<file path="src/rtl/sir_deframer_pkg.sv">
package sir_deframer_pkg;
  localparam logic [7:0]  FLAG_START = 8'hC0;
  localparam logic [7:0]  FLAG_STOP  = 8'hC1;
  localparam logic [7:0]  CTRL_ESC   = 8'h7D;
  localparam logic [7:0]  ESC_MASK   = 8'h20;
  localparam logic [15:0] CRC_PRESET = 16'hFFFF;
  localparam logic [15:0] CRC_GOOD   = 16'hF0B8;
  localparam logic [15:0] CRC_POLY_R = 16'h8408;

  typedef enum logic [1:0] {ST_HUNT, ST_OPEN, ST_BODY, ST_ESC} rxState_e;

  // strobes from control to datapath
  typedef struct packed {
    logic frameStart;
    logic takeByte;
    logic unescape;
    logic endFrame;
    logic abort;
  } ctlStrobe_t;

  function automatic logic [15:0] crcStep(input logic [15:0] crcIn, input logic [7:0] dataIn);
    logic [15:0] c;
    c = crcIn ^ {8'h00, dataIn};
    for (int i = 0; i < 8; i++) begin
      c = c[0] ? ((c >> 1) ^ CRC_POLY_R) : (c >> 1);
    end
    return c;
  endfunction
endpackage

</file>
<file path="src/rtl/sir_deframer_ctrl.sv">
module sir_deframer_ctrl
  import sir_deframer_pkg::*;
(
  input  logic       clk,
  input  logic       rst_n,
  input  logic       inValid,
  input  logic [7:0] inByte,
  output ctlStrobe_t strobe
);
  rxState_e curState, nxtState;

  always_ff @(posedge clk) begin
    if (!rst_n) curState <= ST_HUNT;
    else        curState <= nxtState;
  end

  always_comb begin
    nxtState = curState;
    strobe   = '0;
    if (inValid) begin
      case (curState)
        ST_HUNT: begin
          if (inByte == FLAG_START) nxtState = ST_OPEN;
        end
        ST_OPEN: begin
          if (inByte == FLAG_STOP) begin
            strobe.endFrame = 1'b1;
            nxtState = ST_HUNT;
          end else if (inByte != FLAG_START) begin
            strobe.frameStart = 1'b1;
            if (inByte == CTRL_ESC) nxtState = ST_ESC;
            else begin
              strobe.takeByte = 1'b1;
              nxtState = ST_BODY;
            end
          end
        end
        ST_BODY: begin
          if (inByte == FLAG_START) begin
            strobe.endFrame = 1'b1;
            strobe.abort    = 1'b1;
            nxtState = ST_OPEN;
          end else if (inByte == FLAG_STOP) begin
            strobe.endFrame = 1'b1;
            nxtState = ST_HUNT;
          end else if (inByte == CTRL_ESC) begin
            nxtState = ST_ESC;
          end else begin
            strobe.takeByte = 1'b1;
          end
        end
        default: begin // ST_ESC
          if (inByte == FLAG_START || inByte == FLAG_STOP) begin
            strobe.endFrame = 1'b1;
            strobe.abort    = 1'b1;
            nxtState = (inByte == FLAG_START) ? ST_OPEN : ST_HUNT;
          end else begin
            strobe.takeByte = 1'b1;
            strobe.unescape = 1'b1;
            nxtState = ST_BODY;
          end
        end
      endcase
    end
  end

  // a character either extends or closes a frame, never both
  a_r11_take_or_end: assert property (@(posedge clk) disable iff (!rst_n)
    !(strobe.takeByte && strobe.endFrame));
  // abort only accompanies a frame end
  a_r7_abort_needs_end: assert property (@(posedge clk) disable iff (!rst_n)
    strobe.abort |-> strobe.endFrame);
endmodule

</file>
<file path="src/rtl/sir_deframer_dp.sv">
module sir_deframer_dp
  import sir_deframer_pkg::*;
#(
  parameter int MAX_LEN = 2050
) (
  input  logic       clk,
  input  logic       rst_n,
  input  logic [7:0] inByte,
  input  ctlStrobe_t strobe,
  output logic       outValid,
  output logic [7:0] outByte,
  output logic       outLast,
  output logic       statusValid,
  output logic       statusAbort,
  output logic       statusCrcErr,
  output logic       statusLenErr
);
  localparam int CNT_W = $clog2(MAX_LEN + 1);
  localparam logic [CNT_W-1:0] LIMIT   = CNT_W'(MAX_LEN);
  localparam logic [CNT_W-1:0] MIN_LEN = CNT_W'(2);

  logic [15:0]      crcReg;
  logic [CNT_W-1:0] byteCount;
  logic             overflow;
  logic [7:0]       pendByte;
  logic             pendValid;
  logic [7:0]       dataByte;

  assign dataByte = strobe.unescape ? (inByte ^ ESC_MASK) : inByte;

  always_ff @(posedge clk) begin
    if (!rst_n) begin
      crcReg       <= CRC_PRESET;
      byteCount    <= '0;
      overflow     <= 1'b0;
      pendByte     <= '0;
      pendValid    <= 1'b0;
      outValid     <= 1'b0;
      outByte      <= '0;
      outLast      <= 1'b0;
      statusValid  <= 1'b0;
      statusAbort  <= 1'b0;
      statusCrcErr <= 1'b0;
      statusLenErr <= 1'b0;
    end else begin
      outValid <= 1'b0;
      outLast  <= 1'b0;
      if (strobe.frameStart) begin
        statusValid  <= 1'b0;
        statusAbort  <= 1'b0;
        statusCrcErr <= 1'b0;
        statusLenErr <= 1'b0;
      end
      if (strobe.takeByte) begin
        if (byteCount == LIMIT) begin
          overflow <= 1'b1;
        end else begin
          crcReg    <= crcStep(crcReg, dataByte);
          byteCount <= byteCount + 1'b1;
          pendByte  <= dataByte;
          pendValid <= 1'b1;
          if (pendValid) begin
            outValid <= 1'b1;
            outByte  <= pendByte;
          end
        end
      end
      if (strobe.endFrame) begin
        if (pendValid) begin
          outValid <= 1'b1;
          outByte  <= pendByte;
          outLast  <= 1'b1;
        end
        pendValid    <= 1'b0;
        crcReg       <= CRC_PRESET;
        byteCount    <= '0;
        overflow     <= 1'b0;
        statusValid  <= 1'b1;
        statusAbort  <= strobe.abort;
        statusCrcErr <= !strobe.abort && (crcReg != CRC_GOOD);
        statusLenErr <= !strobe.abort && (overflow || byteCount < MIN_LEN);
      end
    end
  end

  a_r8_count_bound: assert property (@(posedge clk) disable iff (!rst_n)
    byteCount <= LIMIT);
  a_r5_last_with_valid: assert property (@(posedge clk) disable iff (!rst_n)
    outLast |-> outValid);
  a_r10_flags_need_valid: assert property (@(posedge clk) disable iff (!rst_n)
    (statusAbort || statusCrcErr || statusLenErr) |-> statusValid);
  a_r7_abort_exclusive: assert property (@(posedge clk) disable iff (!rst_n)
    statusAbort |-> (!statusCrcErr && !statusLenErr));
endmodule

</file>
<file path="src/rtl/sir_deframer.sv">
module sir_deframer
  import sir_deframer_pkg::*;
#(
  parameter int MAX_LEN = 2050
) (
  input  logic       clk,
  input  logic       rst_n,
  input  logic       inValid,
  input  logic [7:0] inByte,
  output logic       outValid,
  output logic [7:0] outByte,
  output logic       outLast,
  output logic       statusValid,
  output logic       statusAbort,
  output logic       statusCrcErr,
  output logic       statusLenErr
);
  ctlStrobe_t strobe;

  sir_deframer_ctrl u_ctrl (
    .clk     (clk),
    .rst_n   (rst_n),
    .inValid (inValid),
    .inByte  (inByte),
    .strobe  (strobe)
  );

  sir_deframer_dp #(.MAX_LEN(MAX_LEN)) u_dp (
    .clk          (clk),
    .rst_n        (rst_n),
    .inByte       (inByte),
    .strobe       (strobe),
    .outValid     (outValid),
    .outByte      (outByte),
    .outLast      (outLast),
    .statusValid  (statusValid),
    .statusAbort  (statusAbort),
    .statusCrcErr (statusCrcErr),
    .statusLenErr (statusLenErr)
  );

  // an output byte is always triggered by an input character
  a_r5_out_follows_in: assert property (@(posedge clk) disable iff (!rst_n)
    outValid |-> $past(inValid));
endmodule

</file>
<file path="config.mk">
export PLATFORM = sky130hd
export DESIGN_NAME = sir_deframer
export DESIGN_NICKNAME = d
export VERILOG_FILES = /design/src/rtl/sir_deframer_pkg.sv /design/src/rtl/sir_deframer_ctrl.sv /design/src/rtl/sir_deframer_dp.sv /design/src/rtl/sir_deframer.sv
export SDC_FILE = /design/constraint.sdc
export NUM_CORES = 1
export LEC_CHECK = 0
export ABC_CLOCK_PERIOD_IN_PS = 3950
export BUFFER_PORTS_ARGS = -buffer_cell sky130_fd_sc_hd__buf_2
export CAP_MARGIN = 10
export CORE_AREA = 2 2 70 89
export DETAILED_ROUTE_END_ITERATION = 7
export DIE_AREA = 0 0 72 91
export HOLD_SLACK_MARGIN = 0.02
export PLACE_DENSITY = 0.68
export SLEW_MARGIN = 40
export SYNTH_ARGS = -nofsm -noshare
export SYNTH_HDL_FRONTEND = slang
export SYNTH_HIERARCHICAL = 1
export SYNTH_SLANG_ARGS = --single-unit
</file>
<file path="constraint.sdc">
create_clock -name clk -period 3.95 [get_ports clk]
set_input_delay 0.395 -clock clk [delete_from_list [all_inputs] [get_ports clk]]
set_output_delay 0.395 -clock clk [all_outputs]
set_load 0.01 [all_outputs]
</file>
==> metrics.md <==
| Metric | Value |
|---|---|
| Status | `finished clean` |
| R2R cell count | `5` |
| Area growth, synth to finish | `8.61%` |
| Hold Buf Count CTS | `0` |
| Post-CTS setup buffer count | `0` |
| Peak supply drop | `187 µV` |
| Vias | `2053` |
| DRT Pass-1 Iters | `4` |
| Total grt overflow | `0` |
| Worst-margin pin slew | `671 ps` |
| Max cap viols | `0` |
| Fmax | `412 MHz` |
| #FFs+latches synth | `54` |
| Root buffer cell | `clkbuf_8` |
| Die width | `72 µm` |
| Drt initial violations | `72` |
| Total clock buffers created by CTS | `5` |
| Mapped cell area | `2600 µm²` |
| Power Dens Cells | `331 nW/µm²` |
| Crit path arrival time | `2650 ps` |
| Initial antenna violation count | `0` |
| First-pass GRT wire length | `8800 µm` |
| H-tree depth | `2` |
| CP Max Fanout | `38` |
| Number of antenna-violating nets in the routed design | `0` |
| Slowest cell on the critical path | `o41ai_4` |
| Design area | `2830 µm²` |
| Worst path max stage delay | `640 ps` |
| Synth Instances | `295` |
| CP required | `4170 ps` |
| Die ar. | `6550 µm²` |
| Rows | `31` |
| Post-DP Area | `2730 µm²` |
| Placed cell count | `369` |
| CTS-repair resized insts | `0` |
| Post-synth top area cell | `dfxtp_1` |
| Initial Util | `0.456` |
| Area contributors post-synth | `dfxtp_1 42%, nand2_1 8.5%, xnor2_1 6.4%, o211ai_1 4.0%, mux2i_1 3.8%` |
| Area share of the largest cell type after synthesis | `0.416` |
| Net Count, Synth | `308` |
| Layout cells sized above 1 | `0.125` |
| Fin nets | `323` |
| CTS tree | `done` |
| Synth cell types | `46` |
| Hold Path Class | `primary input to flop` |
| DRT Wirelength | `5120 µm` |
| CTS sink count | `54` |
| Hpwl dp | `3670 µm` |
| RSZ-0062 raised after global routing | `false` |
| Power Total | `0.934 mW` |
| GRT Resource Usage Total | `0.165` |
| Final Critical Period | `2430 ps` |
| Hold_ws | `362 ps` |
| Clock Path Buffers | `2` |
| Wire per inst | `13.6 µm` |
| Fin Setup TNS | `0 ps` |
| RD Place Congestion | `0.864` |
| Post-route insts no fill | `377` |
| Hold Crit Depth | `3` |
| Setup Viol. Count Final | `0` |
| Seq/Total Area, Yosys | `0.416` |
| Remaining DRCs | `0` |
| Post-synth ARST share | `0` |
| Post-synth EDFFs | `0` |
| Pin count of the biggest net entering global routing | `39` |
| Vias in the first global route | `1921` |
| Leakage power | `1.09 nW` |
| Mean Syn Cell Area | `8.82 µm²` |
| Clk_lat worst skew | `310 ps` |
| Crit path launch type | `flop` |
| Via-to-Cell Ratio | `5.45` |
| Layout Skew | `15.6 ps` |
| R2R Setup Slk | `1520 ps` |
| Synth Flop Type | `dfxtp_1` |
| Ant. Diodes | `0` |
| Port bufs | `24` |
| Reg clk slew, reported paths | `110 ps` |
| Final Cycle Share | `0.614` |
| Slew margin rel. | `0.551` |
| Hold Vio Cnt, Final | `0` |
| CP cell instances | `or4_4 > o41ai_4 > buf_4 > nor3_1 > a211oi_1` |
| Core Footprint | `5700 µm²` |
| Fin. max-slew vios | `0` |
| CP Capture Type | `flop` |
| IO Count | `25` |
| Die Height | `91 µm` |
| Critical path class | `flop to flop` |
| YS warnings | `6` |
## per-layer routing
layer / GRT usage / part of all wire / routed length [µm] / up-vias
li1: - / - / - / 1050
met1: 0.221 / 0.48 / 2460 / 965
met2: 0.261 / 0.47 / 2410 / 31
met3: 0.0300 / 0.030 / 154 / 7
met4: 0.0613 / 0.019 / 98 / 0
met5: 0 / 0 / 0 / -
## critical path: cells and delay by family (launching register included)
family	cells	cell delay [ps]
buffers and inverters	1	440
and+or+nand+nor	2	680
AOI/OAI and AO/OA	2	870
DFF	1	350
## cells in the mapped netlist (2+ instances only)
library cell	count
mux2i_1	10
clkbuf_1	10
ha_1	2
and3_1	2
nand4_1	4
nand2b_1	2
buf_2	5
nand2_1	59
dfxtp_1	54
o211a_1	2
inv_1	5
or4_1	2
xnor2_1	19
nor3_1	6
and4_1	2
and4b_1	2
and2_1	2
xor2_1	10
nand3_1	7
nor2b_1	6
nor2_1	16
o211ai_1	14
a21oi_1	11
nor4_1	2
nor3b_1	3
a211oi_1	2
o21a_1	2
nor4b_1	3
or3_1	3
buf_6	2
a21boi_0	7
o21ai_0	5
## final cells by class
class                           count  area, µm²
Fill cell                         554       2880
Multi-Input combinational cell    218       1420
Sequential cell                    54       1080
Timing Repair Buffer               26        135
Tap cell                           66       82.6
Clock buffer                        5       68.8
Clock inverter                      3       23.8
Inverter                            5       18.8
## power breakdown
part           internal, mW  switching [mW]  total (mW)  leakage [nW]
logic                0.0256          0.0404      0.0660         0.613
registers             0.547         0.00341       0.551         0.436
clock network         0.127           0.190       0.318        0.0408
## per-stage QoR
step / setup WS, ps / utilization
CTS: 1520 / 0.496
detailed placement: 1210 / 0.479
finish: 1520 / 0.496
global placement: 1290 / 0.479
floorplan: 1750 / -
global route: 1260 / 0.496
## sequential cells by signal, summed over array words and instances (netlist names), 2 cells and up
register         flops
u_dp/crcReg         16
u_dp/outByte         8
u_dp/pendByte        8
u_ctrl/curState      2
u_dp/byteCount      12
## layout by cell type, fill, tap and decap left out, types with 3 or more instances in the layout
cell,n
nor2b_1,5
xnor2_1,19
a21boi_0,7
xor2_1,10
nor2_1,16
buf_2,24
nand4_1,4
nor4b_1,3
nor3b_1,3
mux2i_1,10
inv_1,5
nor3_1,6
dfxtp_1,54
or3_1,3
nand3_1,7
clkbuf_8,5
a21oi_1,11
nand2_1,59
o211ai_1,14
o21ai_0,5
## logic make-up after synthesis
family	Yosys count	synth area share
AO/OA/AOI/OAI	49	0.139
XOR/XNOR	30	0.107
adder cells (fa/ha/maj)	2	0.00962
buffers and inverters	23	0.0414
flip-flops	54	0.416
multiplexers	10	0.0385
AND/OR/NAND/NOR	127	0.250
## worst paths after layout
path / startpoint / end
setup / recovery: u_dp/byteCount[7] / u_dp/crcReg[1]
hold / removal: inByte[6] / u_dp/pendByte[6]
setup reg to reg: u_dp/byteCount[7] / u_dp/crcReg[1]
hold reg to reg: u_dp/outByte[3] / u_dp/outByte[3]
(Power assumes the default switching activity.)
